### config.mk
export PLATFORM = sky130hd
export DESIGN_NAME = rng_word_seq
export DESIGN_NICKNAME = d
export VERILOG_FILES = /design/src/rtl/rng_seq_pkg.sv /design/src/rtl/rng_seq_ctrl.sv /design/src/rtl/rng_word_counter.sv /design/src/rtl/rng_gen_budget.sv /design/src/rtl/rng_word_seq.sv
export SDC_FILE = /design/constraint.sdc
export NUM_CORES = 1
export LEC_CHECK = 0
export ABC_CLOCK_PERIOD_IN_PS = 3100
export BUFFER_PORTS_ARGS = -buffer_cell sky130_fd_sc_hd__buf_2
export CAP_MARGIN = 20
export CELL_PAD_IN_SITES_DETAIL_PLACEMENT = 0
export CELL_PAD_IN_SITES_GLOBAL_PLACEMENT = 1
export CORE_UTILIZATION = 39
export DETAILED_ROUTE_END_ITERATION = 7
export GPL_ROUTABILITY_DRIVEN = 0
export HOLD_SLACK_MARGIN = 0.05
export PLACE_DENSITY = 0.86
export RECOVER_POWER = 100
export SETUP_SLACK_MARGIN = 0.05
export SYNTH_ARGS = -nofsm -noshare
export SYNTH_HDL_FRONTEND = slang
export SYNTH_SLANG_ARGS = --single-unit
### constraint.sdc
create_clock -name clk -period 3.1 [get_ports clk]
set_clock_uncertainty 0.15 [all_clocks]
set_input_delay 0.31 -clock clk [delete_from_list [all_inputs] [get_ports clk]]
set_output_delay 0.31 -clock clk [all_outputs]
set_load 0.02 [all_outputs]
### src/rtl/rng_seq_pkg.sv
// Package: shared constants for the random output word sequencer.
// Assumes a 10-bit control word and a 12-bit status word.
package rng_seq_pkg;
    localparam int CTRL_W      = 10;
    localparam int BIT_SRST    = 0;
    localparam int BIT_START   = 5;
    localparam int BIT_MODE    = 7;
    localparam int BIT_SINGLE  = 9;
    localparam int STAT_DONE   = 0;
    localparam int STAT_CNT_LSB = 9;
    localparam logic [31:0] EMPTY_MARK = 32'h0000_0BAD;
endpackage

### src/rtl/rng_seq_ctrl.sv
// Control decoder: stores the control word, works out the reset state
// and turns writes into soft-reset, reseed and regenerate commands.
// Assumes writes are single-cycle strobes.
module rng_seq_ctrl
    import rng_seq_pkg::*;
(
    input  logic              clk,
    input  logic              rst_n,
    input  logic              ext_rst_i,
    input  logic              ctrl_we_i,
    input  logic [CTRL_W-1:0] ctrl_wdata_i,
    output logic [CTRL_W-1:0] ctrl_q_o,
    output logic              in_reset_o,
    output logic              soft_rst_o,
    output logic              cmd_reseed_o,
    output logic              cmd_regen_o,
    output logic              cont_mode_o,
    output logic              done_flag_o,
    output logic              done_pulse_o,
    output logic              core_int_clr_o
);
    logic [CTRL_W-1:0] ctrl_q;
    logic              done_q, done_p_q, clr_p_q;
    logic              act, cmd;

    // Decode a write into an action when the block is out of reset.
    always_comb begin
        in_reset_o   = ext_rst_i | ctrl_q[BIT_SRST];
        act          = ctrl_we_i & ~in_reset_o;
        soft_rst_o   = act & ctrl_wdata_i[BIT_SRST];
        cmd          = act & ~ctrl_wdata_i[BIT_SRST] & ctrl_wdata_i[BIT_START];
        cmd_regen_o  = cmd & ctrl_wdata_i[BIT_MODE];
        cmd_reseed_o = cmd & ~ctrl_wdata_i[BIT_MODE];
        cont_mode_o  = ctrl_q[BIT_START] & ~ctrl_q[BIT_SINGLE];
    end

    // Hold the last written control word; external reset clears it.
    always_ff @(posedge clk) begin
        if (!rst_n || ext_rst_i) ctrl_q <= '0;
        else if (ctrl_we_i)      ctrl_q <= ctrl_wdata_i;
    end

    // Sticky done flag plus the one-cycle done and clear pulses.
    always_ff @(posedge clk) begin
        if (!rst_n) begin
            done_q   <= 1'b0;
            done_p_q <= 1'b0;
            clr_p_q  <= 1'b0;
        end else begin
            done_p_q <= cmd;
            clr_p_q  <= soft_rst_o;
            if (ext_rst_i || soft_rst_o) done_q <= 1'b0;
            else if (cmd)                done_q <= 1'b1;
        end
    end

    assign ctrl_q_o       = ctrl_q;
    assign done_flag_o    = done_q;
    assign done_pulse_o   = done_p_q;
    assign core_int_clr_o = clr_p_q;

    p_done_pulse_r3: assert property (@(posedge clk) disable iff (!rst_n)
        done_pulse_o |-> done_flag_o)
        else $error("done pulse without done flag");

    p_ignore_in_reset_r1: assert property (@(posedge clk) disable iff (!rst_n)
        (ctrl_we_i && in_reset_o) |=> (!done_pulse_o && !core_int_clr_o))
        else $error("write acted during reset");
endmodule

### src/rtl/rng_word_counter.sv
// Word counter: tracks the words held and the capped count shown in status.
// Assumes at most one of load and empty per cycle; clear has priority.
module rng_word_counter #(
    parameter int BLOCK_WORDS = 8,
    parameter int STATUS_CAP  = 4,
    localparam int CNT_W = $clog2(BLOCK_WORDS + 1),
    localparam int QW    = $clog2(STATUS_CAP + 1)
) (
    input  logic             clk,
    input  logic             rst_n,
    input  logic             clr_i,
    input  logic             take_i,
    input  logic             empty_i,
    input  logic             load_i,
    output logic [CNT_W-1:0] cnt_o,
    output logic [QW-1:0]    qcnt_o
);
    localparam logic [CNT_W-1:0] FULL_CNT = CNT_W'(BLOCK_WORDS);
    localparam logic [CNT_W-1:0] CAP_CNT  = CNT_W'(STATUS_CAP);
    localparam logic [QW-1:0]    CAP_Q    = QW'(STATUS_CAP);

    logic [CNT_W-1:0] cnt_q, cnt_d;
    logic [QW-1:0]    qcnt_q, qcnt_d;

    // Next counts: read first, then reseed clear, then block load.
    always_comb begin
        cnt_d  = cnt_q;
        qcnt_d = qcnt_q;
        if (take_i) begin
            cnt_d = cnt_q - 1'b1;
            if (cnt_d < CAP_CNT) qcnt_d = QW'(cnt_d);
        end
        if (empty_i) cnt_d = '0;
        if (load_i) begin
            cnt_d  = FULL_CNT;
            qcnt_d = CAP_Q;
        end
    end

    // Count registers.
    always_ff @(posedge clk) begin
        if (!rst_n || clr_i) begin
            cnt_q  <= '0;
            qcnt_q <= '0;
        end else begin
            cnt_q  <= cnt_d;
            qcnt_q <= qcnt_d;
        end
    end

    assign cnt_o  = cnt_q;
    assign qcnt_o = qcnt_q;

    p_cnt_max_r4: assert property (@(posedge clk) disable iff (!rst_n)
        cnt_q <= FULL_CNT)
        else $error("word count above block size");

    p_qcnt_cap_r4: assert property (@(posedge clk) disable iff (!rst_n)
        qcnt_q <= CAP_Q)
        else $error("status count above cap");

    p_take_dec_r5: assert property (@(posedge clk) disable iff (!rst_n)
        (take_i && !load_i && !empty_i && !clr_i) |=> (cnt_q == $past(cnt_q) - 1'b1))
        else $error("read did not drop count by one");

    p_clear_r2: assert property (@(posedge clk) disable iff (!rst_n)
        clr_i |=> (cnt_q == '0 && qcnt_q == '0))
        else $error("clear left counts");
endmodule

### src/rtl/rng_gen_budget.sv
// Generation budget: counts regenerations left since the last reseed and
// forces a reseed when a regenerate finds it exhausted.
// Assumes the budget starts at zero after power-on reset.
module rng_gen_budget #(
    parameter int BUDGET_W = 48,
    localparam int BW = BUDGET_W + 1
) (
    input  logic clk,
    input  logic rst_n,
    input  logic reseed_i,
    input  logic regen_i,
    output logic reseed_o
);
    localparam logic [BW-1:0] FULL = {1'b1, {BUDGET_W{1'b0}}};

    logic [BW-1:0] budget_q;

    // Reseed is requested explicitly or forced by an empty budget.
    assign reseed_o = reseed_i | (regen_i & (budget_q == '0));

    // Budget register: refill on reseed, then use one unit per regenerate.
    always_ff @(posedge clk) begin
        if (!rst_n)        budget_q <= '0;
        else if (reseed_o) budget_q <= regen_i ? FULL - 1'b1 : FULL;
        else if (regen_i)  budget_q <= budget_q - 1'b1;
    end

    p_budget_refill_r8: assert property (@(posedge clk) disable iff (!rst_n)
        reseed_o |=> (budget_q >= FULL - 1'b1))
        else $error("reseed did not refill budget");
endmodule

### src/rtl/rng_word_seq.sv
// Top: random output word sequencer. It serves 32-bit words from an external
// generator, keeps the counts and the budget, and refills in continuous mode.
// Assumes the generator shows its current word combinationally.
module rng_word_seq
    import rng_seq_pkg::*;
#(
    parameter int WORD_W      = 32,
    parameter int BLOCK_WORDS = 8,
    parameter int STATUS_CAP  = 4,
    parameter int BUDGET_W    = 48
) (
    input  logic              clk,
    input  logic              rst_n,
    input  logic              ext_rst_i,
    input  logic              ctrl_we_i,
    input  logic [CTRL_W-1:0] ctrl_wdata_i,
    output logic [CTRL_W-1:0] ctrl_rd_o,
    input  logic              out_re_i,
    output logic [WORD_W-1:0] out_data_o,
    output logic [STAT_CNT_LSB+$clog2(STATUS_CAP+1)-1:0] status_o,
    output logic              done_pulse_o,
    output logic              core_int_clr_o,
    input  logic [WORD_W-1:0] gen_word_i,
    output logic              gen_next_o,
    output logic              gen_reseed_o
);
    localparam int CNT_W = $clog2(BLOCK_WORDS + 1);
    localparam int QW    = $clog2(STATUS_CAP + 1);
    localparam logic [CNT_W-1:0] REFILL_CNT = CNT_W'(BLOCK_WORDS / 2);
    localparam logic [CNT_W-1:0] FULL_CNT   = CNT_W'(BLOCK_WORDS);

    logic             in_reset, soft_rst, cmd_reseed, cmd_regen, cont_mode, done_flag;
    logic [CNT_W-1:0] cnt;
    logic [QW-1:0]    qcnt;
    logic             take, auto_regen, regen_any;

    rng_seq_ctrl u_ctrl (
        .clk(clk), .rst_n(rst_n), .ext_rst_i(ext_rst_i),
        .ctrl_we_i(ctrl_we_i), .ctrl_wdata_i(ctrl_wdata_i),
        .ctrl_q_o(ctrl_rd_o), .in_reset_o(in_reset), .soft_rst_o(soft_rst),
        .cmd_reseed_o(cmd_reseed), .cmd_regen_o(cmd_regen),
        .cont_mode_o(cont_mode), .done_flag_o(done_flag),
        .done_pulse_o(done_pulse_o), .core_int_clr_o(core_int_clr_o)
    );

    // Accept a read only when words are held and nothing else is in progress.
    always_comb begin
        take       = out_re_i & ~in_reset & ~ctrl_we_i & (cnt != '0);
        auto_regen = take & cont_mode & (cnt <= REFILL_CNT);
        regen_any  = cmd_regen | auto_regen;
        out_data_o = take ? gen_word_i : WORD_W'(EMPTY_MARK);
        gen_next_o = take;
    end

    rng_word_counter #(.BLOCK_WORDS(BLOCK_WORDS), .STATUS_CAP(STATUS_CAP)) u_cnt (
        .clk(clk), .rst_n(rst_n), .clr_i(ext_rst_i | soft_rst),
        .take_i(take), .empty_i(cmd_reseed), .load_i(regen_any),
        .cnt_o(cnt), .qcnt_o(qcnt)
    );

    rng_gen_budget #(.BUDGET_W(BUDGET_W)) u_budget (
        .clk(clk), .rst_n(rst_n), .reseed_i(cmd_reseed), .regen_i(regen_any),
        .reseed_o(gen_reseed_o)
    );

    // Status word: capped count in the upper field, done flag in bit 0.
    always_comb begin
        status_o = '0;
        status_o[STAT_CNT_LSB +: QW] = qcnt;
        status_o[STAT_DONE] = done_flag;
    end

    p_empty_hold_r6: assert property (@(posedge clk) disable iff (!rst_n)
        (out_re_i && !ctrl_we_i && cnt == '0) |=> (cnt == '0))
        else $error("empty read changed count");

    p_auto_refill_r7: assert property (@(posedge clk) disable iff (!rst_n)
        (take && cont_mode && cnt <= REFILL_CNT && !ext_rst_i) |=> (cnt == FULL_CNT))
        else $error("continuous refill missed");
endmodule

==> results of run 1 <==
## synthesized netlist by cell type, types with 9 or more instances
cell type,number
and3_1,25
nor4_1,11
xnor2_1,21
nand2b_1,15
nor2_1,32
clkbuf_1,16
o21ai_0,27
xor2_1,11
o21a_1,13
dfxtp_1,69
or3_1,13
nor3_1,16
a21oi_1,17
nand2_1,31
mux2i_1,9
buf_4,10
## power by group through the flow
stage	Combinational [µW]	Sequential [µW]	Clock, µW
final	921	1010	802
after CTS	895	1010	818
after floorplan	639	1020	0
after detailed placement	882	1020	0
after global placement	879	1020	0
after global routing	1010	1020	861
## how the worst max path moves through the flow
| stage | slack [ps] | end | start |
|---|---|---|---|
| after global routing | 50 | gen_reseed_o | u_cnt.cnt_o[1] |
| final | 230 | gen_reseed_o | u_cnt.cnt_o[0] |
| after detailed placement | 340 | u_budget.budget_q[1] | u_budget.budget_q[5] |
| after CTS | 100 | gen_reseed_o | u_budget.budget_q[0] |
| after floorplan | 480 | u_budget.budget_q[27] | u_cnt.cnt_o[0] |
| after global placement | 380 | u_budget.budget_q[1] | u_budget.budget_q[5] |
## cells in the final DEF (no fill, tap or decap), types with 4 or more instances in the layout
cell / netlist / final
a21boi_0: 5 / 5
nand3_1: 8 / 8
or3_1: 13 / 13
clkbuf_8: 0 / 9
or4_1: 8 / 7
xor2_1: 11 / 11
nor2_1: 32 / 32
a21oi_1: 17 / 17
o21ai_1: 8 / 7
mux2i_1: 9 / 9
a2111oi_0: 4 / 4
conb_1: 1 / 8
xnor2_1: 21 / 21
nand2_1: 31 / 31
o31a_1: 4 / 4
and3_1: 25 / 25
nor4_2: 4 / 5
dfxtp_1: 69 / 69
nor3b_1: 8 / 8
nand4_1: 8 / 8
nand2b_1: 15 / 15
o21ai_0: 27 / 28
inv_1: 7 / 7
buf_2: 3 / 55
nor4_1: 11 / 10
o21a_1: 13 / 13
buf_4: 10 / 25
clkbuf_1: 16 / 42
nor3_1: 16 / 16
## area by class of cell
class	instances	area, µm²
Fill cell	947	4670
Inverter	7	26.3
Tap cell	129	161
Clock inverter	7	90.1
Sequential cell	69	1380
Clock buffer	9	124
Timing Repair Buffer	126	671
Multi-Input combinational cell	351	2300
## logic make-up (layout without fill, tap and decap cells)
kind of cell	Yosys count	count (layout)	synth area share, %
buf+inv	41	149	5.65
compound gates	102	102	17.8
fa+ha+maj	3	3	0.974
xor+xnor	32	32	7.28
mux	9	9	2.34
flops	69	69	35.9
simple gates	197	197	30.0
other cells	1	8	0.0973
## worst min-delay path, cell delays in order
cell     delay [ps]
buf_2            80
mux2i_1          60
nor2_1           70
## layer usage
layer,wire [µm],vias up
li1,-,1859
met1,5180,1756
met2,4740,66
met3,280,8
met4,86,0
met5,0,-
## state kept, by name (all words and copies together) (netlist names)
| register | cells |
|---|---|
| u_budget.budget_q | 49 |
| u_ctrl.ctrl_q_o | 10 |
| u_cnt.cnt_o | 4 |
| u_cnt.qcnt_o | 3 |
| u_ctrl.core_int_clr_o | 1 |
| u_ctrl.done_flag_o | 1 |
| u_ctrl.done_pulse_o | 1 |
## through the flow
stage                     setup WS [ps]  power, µW  hold slack [ps]  cells
final                               229       2730             59.4    698
after global routing               48.5       2890             75.7    698
after CTS                          97.2       2720             50.5    696
after detailed placement            345       1910              320    676
after global placement              379       1900              300    676
after floorplan                     482       1660              237    461
## repair_timing
item	CTS	global route
gates resized for setup	1	2
endpoints found under the hold margin	3	0
setup endpoints to repair	1	1
buffers inserted	1	2
pin swaps	1	0
hold buffers	3	0
==> run_results.csv, run 1 <==
group,metric,value,unit
placed_design,dpl.hpwl,7.53,mm
synthesis,synth_edf_count,0,
sta,finalSetupViolCount,0,
synthesis,ys_ff_latch,69,
cells_and_area,fin_nets,614,
die,initial_utilization,40.9,%
clock_network,clkSlewWorstSetupHoldPaths,80,ps
clock_network,cts.htree.levels,3,
hold_path,hold_depth,3,
clock_network,clock_sinks,69,
synthesis,synth.distinct_cells,60,
power_and_ir_drop,sequentialPowerShare,36.9,%
power_and_ir_drop,swShare,35.4,%
global_routing,grt_most_used_layer,"met2",
die,fp.dieH,101,µm
setup_path,cp_num_cells,9,
die,core_area,9420,µm²
power_and_ir_drop,powerDensity,575,nW/µm²
setup_path,r2r_start,"u_ctrl.ctrl_q_o[0]",
routing,num_vias,3689,
synthesis,synth_top_flop_cell,"dfxtp_1",
routing,route.detailed.drc,0,
global_routing,grt_pass1_wl,17.0,mm
synthesis,ys_warn_count,0,
power_and_ir_drop,p_int,1760,µW
cells_and_area,final_util,50.4,%
hold_path,holdCritStartpoint,"ctrl_wdata_i[1]",
routing,viasPerCell,5.29,
cells_and_area,area_delta_synth_final,23.3,%
placed_design,placed_area,4520,µm²
setup_path,arrival,2410,ps
sta,slew_violations,0,
setup_path,cp-start-kind,"flop",
status,status,"finished clean",
cells_and_area,antenna_cells,0,
synthesis,seq_area_frac_synth,35.9,%
global_routing,use_met3,3.24,%
synthesis,synth.top_cell.area_share,35.9,%
global_routing,grt_use_met1,30.8,%
global_routing,grt_pass1_vias,3360,
synthesis,synth_area_leaders,"dfxtp_1 36%, xnor2_1 4.8%, and3_1 4.1%, o21ai_0 3.5%, nor2_1 3.1%",
global_routing,grt_max_degree,29,
power_and_ir_drop,power_frac_clock,29.4,%
power_and_ir_drop,p_leak,0.00196,µW
routing,ant_nets,0,
die,die_w,101,µm
cells_and_area,stdcell_area,4750,µm²
die,pin_count,105,
routing,drt-initial-drc-count,203,
global_routing,antenna_found_initial,0,
clock_network,clock_path_buffers,2,
setup_path,reg2reg_slack,270,ps
sta,fmax,0.348,GHz
sta,tightest_slew,1080,ps
hold_path,min_to,"u_ctrl.ctrl_q_o[1]",
setup_path,cp-end-kind,"output port",
power_and_ir_drop,p_switching,966,µW
clock_network,clk_latency,350,ps
setup_path,r2r-end,"u_budget.budget_q[10]",
global_routing,met2_usage,31.3,%
setup_path,slowest_stage,"or3b_1",
setup_path,path_cells,"inv_1 -> ha_1 -> or3b_1 -> nand4_1 -> buf_4 -> and2_0 -> buf_4 -> a21oi_4 -> buf_2",
sta,hold_viol_final,0,
power_and_ir_drop,ir_worst_vdd,0.221,mV
synthesis,syn_area_per_cell,8.49,µm²
setup_path,reg2regPathDepth,6,
cells_and_area,drive_gt1_share,20.4,%
die,design.die.area,10300,µm²
sta,fin_crit_sh,92.6,%
power_and_ir_drop,combinationalPowerShare,33.7,%
setup_path,critPathKind,"reg -> out",
synthesis,yosys.area.top_type,"dfxtp_1",
sta,slew_headroom,27.3,%
clock_network,cts_tree,"yes",
setup_path,required,2640,ps
setup_path,cp_top_family,"simple AND/OR/NAND/NOR gates",
synthesis,async_flop_share,0,%
sta,min_period,2870,ps
synthesis,mappedNetlistArea,3850,µm²
flow_run,drv_cap,0,
sta,fin_setup_tns,0,ps
global_routing,track_usage,21.1,%
routing,drtPass1Iterations,4,
synthesis,syn_inst,454,
routing,routed_wl,10.3,mm
setup_path,crit_path_frequent_cell,"buf_4",
sta,rsz0062_at_grt,"false",
setup_path,path_buf_inv,4,
setup_path,path_max_fanout,9,
setup_path,slowest_delay,390,ps
hold_path,hp-class,"in -> reg",
clock_network,root_buffer,"clkbuf_8",
placed_design,io_buffers,96,
routing,detail_route.wl_per_cell,14.7,µm
clock_network,numCtsBuffers,9,
die,num_rows,35,
global_routing,grt_overflow,0,
Note: power is estimated with default switching activity, not from simulation.
==> run 2: changes to the inputs <==
--- a/config.mk
+++ b/config.mk
@@ -10,6 +10,7 @@
 export CAP_MARGIN = 20
 export CELL_PAD_IN_SITES_DETAIL_PLACEMENT = 0
 export CELL_PAD_IN_SITES_GLOBAL_PLACEMENT = 1
+export CORE_MARGIN = 2
 export CORE_UTILIZATION = 39
 export DETAILED_ROUTE_END_ITERATION = 7
 export GPL_ROUTABILITY_DRIVEN = 0
==> run 2 against run 1 <==
Against the previous run:
- critical path type unchanged
- clock power increased by 3.5%
- routed wire length increased by 1.1%
- via count increased by 1.7%
- cell count increased by 0.57%
- clock-buffer cell count increased by 1
- hold slack improved by 12 ps
==> run_results.csv, run 2 (synthesis results as in run 1) <==
group,metric,value,unit
hold_path,hp-class,"in -> reg",
power_and_ir_drop,swShare,35.4,%
cells_and_area,largest_register_ffs,49,
sta,setup_slack,168,ps
placed_design,dpl.hpwl,7.40,mm
cells_and_area,area_delta_synth_final,23.5,%
sta,tightest_slew,687,ps
die,initial_utilization,39.8,%
die,pin_count,105,
sta,fmax,0.341,GHz
die,die_w,103,µm
routing,route.detailed.drc,0,
clock_network,clock_path_buffers,2,
sta,slew_headroom,54.1,%
global_routing,grt_max_degree,29,
setup_path,reg2reg_slack,260,ps
die,fp.dieH,103,µm
setup_path,r2r-end,"u_budget.budget_q[10]",
cells_and_area,layout_commonest_cell,"dfxtp_1",
die,num_rows,36,
clock_network,numCtsBuffers,9,
global_routing,antenna_found_initial,0,
power_and_ir_drop,powerDensity,570,nW/µm²
placed_design,dp_slack,281,ps
hold_path,min_to,"u_ctrl.ctrl_q_o[4]",
setup_path,cp-end-kind,"output port",
sta,fin_crit_sh,94.6,%
cells_and_area,final_util,49.1,%
clock_network,clk_latency,350,ps
sta,finalSetupViolCount,0,
setup_path,required,2640,ps
routing,routed_wl,10.4,mm
clock_network,cts.htree.levels,3,
setup_path,cp-start-kind,"flop",
cells_and_area,fin_nets,615,
setup_path,critPathKind,"reg -> out",
cells_and_area,layout_common_cells,"68 x dfxtp_1, 50 x clkbuf_1, 46 x buf_2",
cells_and_area,antenna_cells,0,
global_routing,grt_overflow,0,
power_and_ir_drop,p_int,1750,µW
global_routing,grt_pass1_vias,3380,
sta,slew_violations,0,
setup_path,r2r_start,"u_cnt.cnt_o[0]",
power_and_ir_drop,combinationalPowerShare,32.2,%
setup_path,arrival,2470,ps
power_and_ir_drop,ir_worst_vdd,0.324,mV
sta,rsz0062_at_grt,"false",
power_and_ir_drop,p_switching,960,µW
routing,drt-initial-drc-count,297,
setup_path,path_max_fanout,9,
cells_and_area,drive_gt1_share,17.9,%
clock_network,cts_tree,"yes",
routing,drtPass1Iterations,5,
clock_network,clkSlewWorstSetupHoldPaths,80,ps
routing,viasPerCell,5.34,
routing,detail_route.wl_per_cell,14.8,µm
placed_design,io_buffers,96,
global_routing,track_usage,20.3,%
status,status,"finished clean",
sta,fin_setup_tns,0,ps
sta,min_period,2930,ps
power_and_ir_drop,sequentialPowerShare,37.3,%
setup_path,critical_path.startpoint,"u_budget.budget_q[5]",
sta,hold_viol_final,0,
power_and_ir_drop,p_leak,0.00195,µW
power_and_ir_drop,power_frac_clock,30.6,%
die,core_area,9680,µm²
flow_run,drv_cap,0,
hold_path,hold_depth,3,
clock_network,root_buffer,"clkbuf_8",
routing,num_vias,3752,
clock_network,clock_sinks,69,
die,design.die.area,10700,µm²
hold_path,holdCritStartpoint,"ctrl_wdata_i[4]",
routing,ant_nets,0,
cells_and_area,top_register,"u_budget.budget_q",
global_routing,grt_pass1_wl,17.1,mm
setup_path,reg2regPathDepth,9,
[run 2: cell count changes in the layout (fill, tap and decap cells not counted), moves of 4 or more]
cell | previous run | this run
o21ai_1 | 7 | 1
dlygate4sd3_1 | 3 | 7
o21ai_0 | 28 | 34
buf_2 | 55 | 46
clkbuf_1 | 42 | 50
[run 2: how the worst max path moves through the flow]
stage / to / slack (ps) / depth (start not counted)
2_1_floorplan: u_budget.budget_q[27] / 480 / 11
3_3_place_gp: u_budget.budget_q[37] / 350 / 7
3_5_place_dp: u_budget.budget_q[42] / 280 / 7
4_1_cts: gen_reseed_o / 100 / 9
5_1_grt: gen_reseed_o / 40 / 5
6_report: gen_reseed_o / 170 / 5
[run 2: stage by stage]
step / instance area [µm²] / power [µW] / hold slack, ps / std cells
CTS: 4810 / 2730 / 57.2 / 700
floorplan: 3880 / 1660 / 237 / 461
finish: 4760 / 2710 / 71.5 / 702
global route: 4760 / 2860 / 66.6 / 702
global placement: 4510 / 1860 / 298 / 678
detailed placement: 4510 / 1880 / 307 / 678
[run 2: critical path, stage by stage (launching register included)]
cell     delay (ps)
dfxtp_1         380
nor4_4          440
nand4_1         210
or4_4           680
a21oi_4         240
buf_4           170
[run 2: final cells by class]
class	count	area (µm²)
Fill cell	939	4920
Multi-Input combinational cell	351	2280
Sequential cell	69	1380
Timing Repair Buffer	127	684
Tap cell	133	166
Clock buffer	10	138
Clock inverter	5	83.8
Inverter	7	26.3
[run 2: repair_timing]
item / in CTS / in global routing
endpoints found under the setup margin: 1 / 1
buffers inserted: 0 / 2
hold buffers: 7 / 0
endpoints found under the hold margin: 7 / 0
resized for setup: 2 / 4
[run 2: power groups by stage]
stage          sequential, µW  clock [µW]  combinational [µW]
3_3_place_gp             1020           0                 839
5_1_grt                  1020         879                 966
6_report                 1010         830                 872
3_5_place_dp             1030           0                 852
4_1_cts                  1010         848                 876
2_1_floorplan            1020           0                 639
[run 2: layer usage]
metal / up-vias / global-route usage (%) / wire [µm]
li1: 1856 / - / -
met1: 1786 / 29.5 / 5100
met3: 17 / 3.09 / 415
met4: 0 / 7.29 / 180
met2: 93 / 30.2 / 4700
met5: - / 0 / 0
==> run 3: changes to the inputs <==
--- a/config.mk
+++ b/config.mk
@@ -15,7 +15,7 @@
 export DETAILED_ROUTE_END_ITERATION = 7
 export GPL_ROUTABILITY_DRIVEN = 0
 export HOLD_SLACK_MARGIN = 0.05
-export PLACE_DENSITY = 0.86
+export PLACE_DENSITY_LB_ADDON = 0.1
 export RECOVER_POWER = 100
 export SETUP_SLACK_MARGIN = 0.05
 export SYNTH_ARGS = -nofsm -noshare
==> run 3 against run 2 <==
Against the previous run:
- largest power group unchanged
- register-to-register slack about the same
- highest routed layer unchanged
- sequential power is essentially flat
- non-clock buffer count is 3 lower
- hold slack worse by 13 ps
- first-iteration DRC count shrank 55%
==> run_results.csv, run 3 (synthesis results as in run 1) <==
group,metric,value,unit
sta,slew_violations,0,
sta,slew_headroom,52.4,%
sta,fmax,0.348,GHz
die,die_w,103,µm
setup_path,arrival,2410,ps
power_and_ir_drop,p_int,1640,µW
routing,routed_wl,10.5,mm
die,fp.dieH,103,µm
clock_network,cts_tree,"yes",
setup_path,path_cells,"nor4_4 -> nand4_2 -> or4_4 -> a21oi_4 -> clkbuf_2",
setup_path,slowest_stage,"or4_4",
power_and_ir_drop,powerDensity,550,nW/µm²
routing,routed-wl-met3,371,µm
placed_design,dpl.hpwl,7.60,mm
cells_and_area,antenna_cells,0,
die,initial_utilization,39.8,%
die,core_area,9680,µm²
sta,fin_crit_sh,92.6,%
sta,hold_slack,58.9,ps
routing,detail_route.wl_per_cell,15.0,µm
sta,fin_setup_tns,0,ps
routing,ant_nets,0,
setup_path,critPathKind,"reg -> out",
global_routing,antenna_found_initial,0,
setup_path,path_buf_inv,1,
setup_path,slowest_delay,650,ps
clock_network,clk_latency,340,ps
status,status,"finished clean",
clock_network,root_buffer,"clkbuf_8",
cells_and_area,fin_nets,612,
cells_and_area,layout_commonest_cell,"dfxtp_1",
power_and_ir_drop,power_frac_clock,25.8,%
die,pin_count,105,
placed_design,placed_cells,679,
hold_path,hp-class,"in -> reg",
cells_and_area,layout.cells.non_filler,700,
sta,finalSetupViolCount,0,
routing,viasPerCell,5.22,
setup_path,path_max_fanout,10,
sta,rsz0062_at_grt,"false",
clock_network,cts.htree.levels,3,
sta,min_period,2870,ps
global_routing,grt_pass1_wl,17.3,mm
sta,hold_viol_final,0,
cells_and_area,largest_register_ffs,49,
routing,top_layer_used,"met4",
global_routing,track_usage,20.7,%
die,design.die.area,10700,µm²
power_and_ir_drop,swShare,36.4,%
power_and_ir_drop,p_switching,940,µW
setup_path,critical_path.startpoint,"u_budget.budget_q[10]",
cells_and_area,layout_common_cells,"69 x dfxtp_1, 46 x clkbuf_1, 46 x buf_2",
placed_design,io_buffers,96,
routing,route.detailed.drc,0,
routing,dr_wl_met2,4.98,mm
routing,drtPass1Iterations,4,
clock_network,clock_path_buffers,2,
clock_network,numCtsBuffers,9,
setup_path,cp_top_family,"simple AND/OR/NAND/NOR gates",
power_and_ir_drop,ir_worst_vdd,0.350,mV
setup_path,required,2640,ps
setup_path,cp-start-kind,"flop",
die,num_rows,36,
cells_and_area,drive_gt1_share,19.4,%
clock_network,clock_sinks,69,
power_and_ir_drop,sequentialPowerShare,39.1,%
power_and_ir_drop,finalPower,2580,µW
global_routing,grt_pass1_vias,3454,
routing,num_vias,3657,
global_routing,grt_max_degree,29,
power_and_ir_drop,combinationalPowerShare,35.2,%
cells_and_area,top_register,"u_budget.budget_q",
global_routing,grt_overflow,0,
hold_path,holdCritStartpoint,"ctrl_wdata_i[1]",
flow_run,drv_cap,0,
routing,drt-initial-drc-count,135,
routing,drt-met1-wl,5.04,mm
setup_path,cp-end-kind,"output port",
cells_and_area,area_delta_synth_final,21.8,%
setup_path,r2r_start,"u_cnt.cnt_o[0]",
clock_network,clkSlewWorstSetupHoldPaths,70,ps
cells_and_area,fillers,1012,
power_and_ir_drop,p_leak,0.00195,µW
sta,tightest_slew,712,ps
-- run 3: changes by cell type in the layout (fill, tap and decap cells not counted), moves of 2 or more --
cell	change
clkinvlp_4	-2
and2_0	-2
clkbuf_2	+12
clkbuf_1	-4
bufinv_16	-2
o21ai_0	-2
buf_4	-2
dlygate4sd3_1	-4
o21ai_1	+2
and2_1	+2
-- run 3: worst min-delay path, delay by kind of cell --
kind                   cells  cell delay [ps]
buffers and inverters      1               80
multiplexers               1               60
AND/OR/NAND/NOR            1               70
-- run 3: routing by layer --
| metal | vias up | global-route usage, % |
|---|---|---|
| li1 | 1842 | - |
| met5 | - | 0 |
| met2 | 60 | 33.1 |
| met3 | 10 | 4.10 |
| met1 | 1745 | 28.3 |
| met4 | 0 | 5.57 |
-- run 3: power by group through the flow --
stage               Combinational [µW]  Sequential, µW  Clock [µW]
floorplan                          639            1020           0
global placement                   880            1030           0
detailed placement                 881            1030           0
CTS                                902            1010         687
global route                      1000            1020         719
finish                             908            1010         665
-- run 3: cell type report --
| cell class | count | area, µm² | share of cell area, % |
|---|---|---|---|
| well taps | 133 | 166 | 3.55 |
| multi-input cells | 351 | 2300 | 49.0 |
| flip-flops and latches | 69 | 1380 | 29.4 |
| inverters | 7 | 26.3 | 0.560 |
| repair buffers | 124 | 648 | 13.8 |
| clock buffers | 15 | 166 | 3.55 |
| clock inverters | 1 | 5.00 | 0.107 |
-- run 3: stage by stage --
| step | instance area, µm² | worst slack, ps | utilization (%) |
|---|---|---|---|
| 6_report | 4690 | 228 | 48.5 |
| 5_1_grt | 4690 | 58.7 | 48.5 |
| 4_1_cts | 4720 | 103 | 48.8 |
| 3_5_place_dp | 4520 | 253 | 46.7 |
| 3_3_place_gp | 4520 | 308 | 46.7 |
| 2_1_floorplan | 3880 | 482 | - |
-- run 3: repair_timing --
action	CTS	global route
buffers inserted	0	2
resized for setup	1	3
pin swaps	0	2
hold buffers	3	0
endpoints found under the setup margin	1	1
endpoints found under the hold margin	3	0
cloned	0	0
-- run 3: worst paths after layout --
| check | to | slack (ps) | cells after the start |
|---|---|---|---|
| worst max-delay path | gen_reseed_o | 230 | 5 |
| worst min-delay path | u_ctrl.ctrl_q_o[1] | 60 | 3 |
| worst max register to register | u_budget.budget_q[44] | 270 | 10 |
| worst min register to register | u_ctrl.done_flag_o | 320 | 2 |
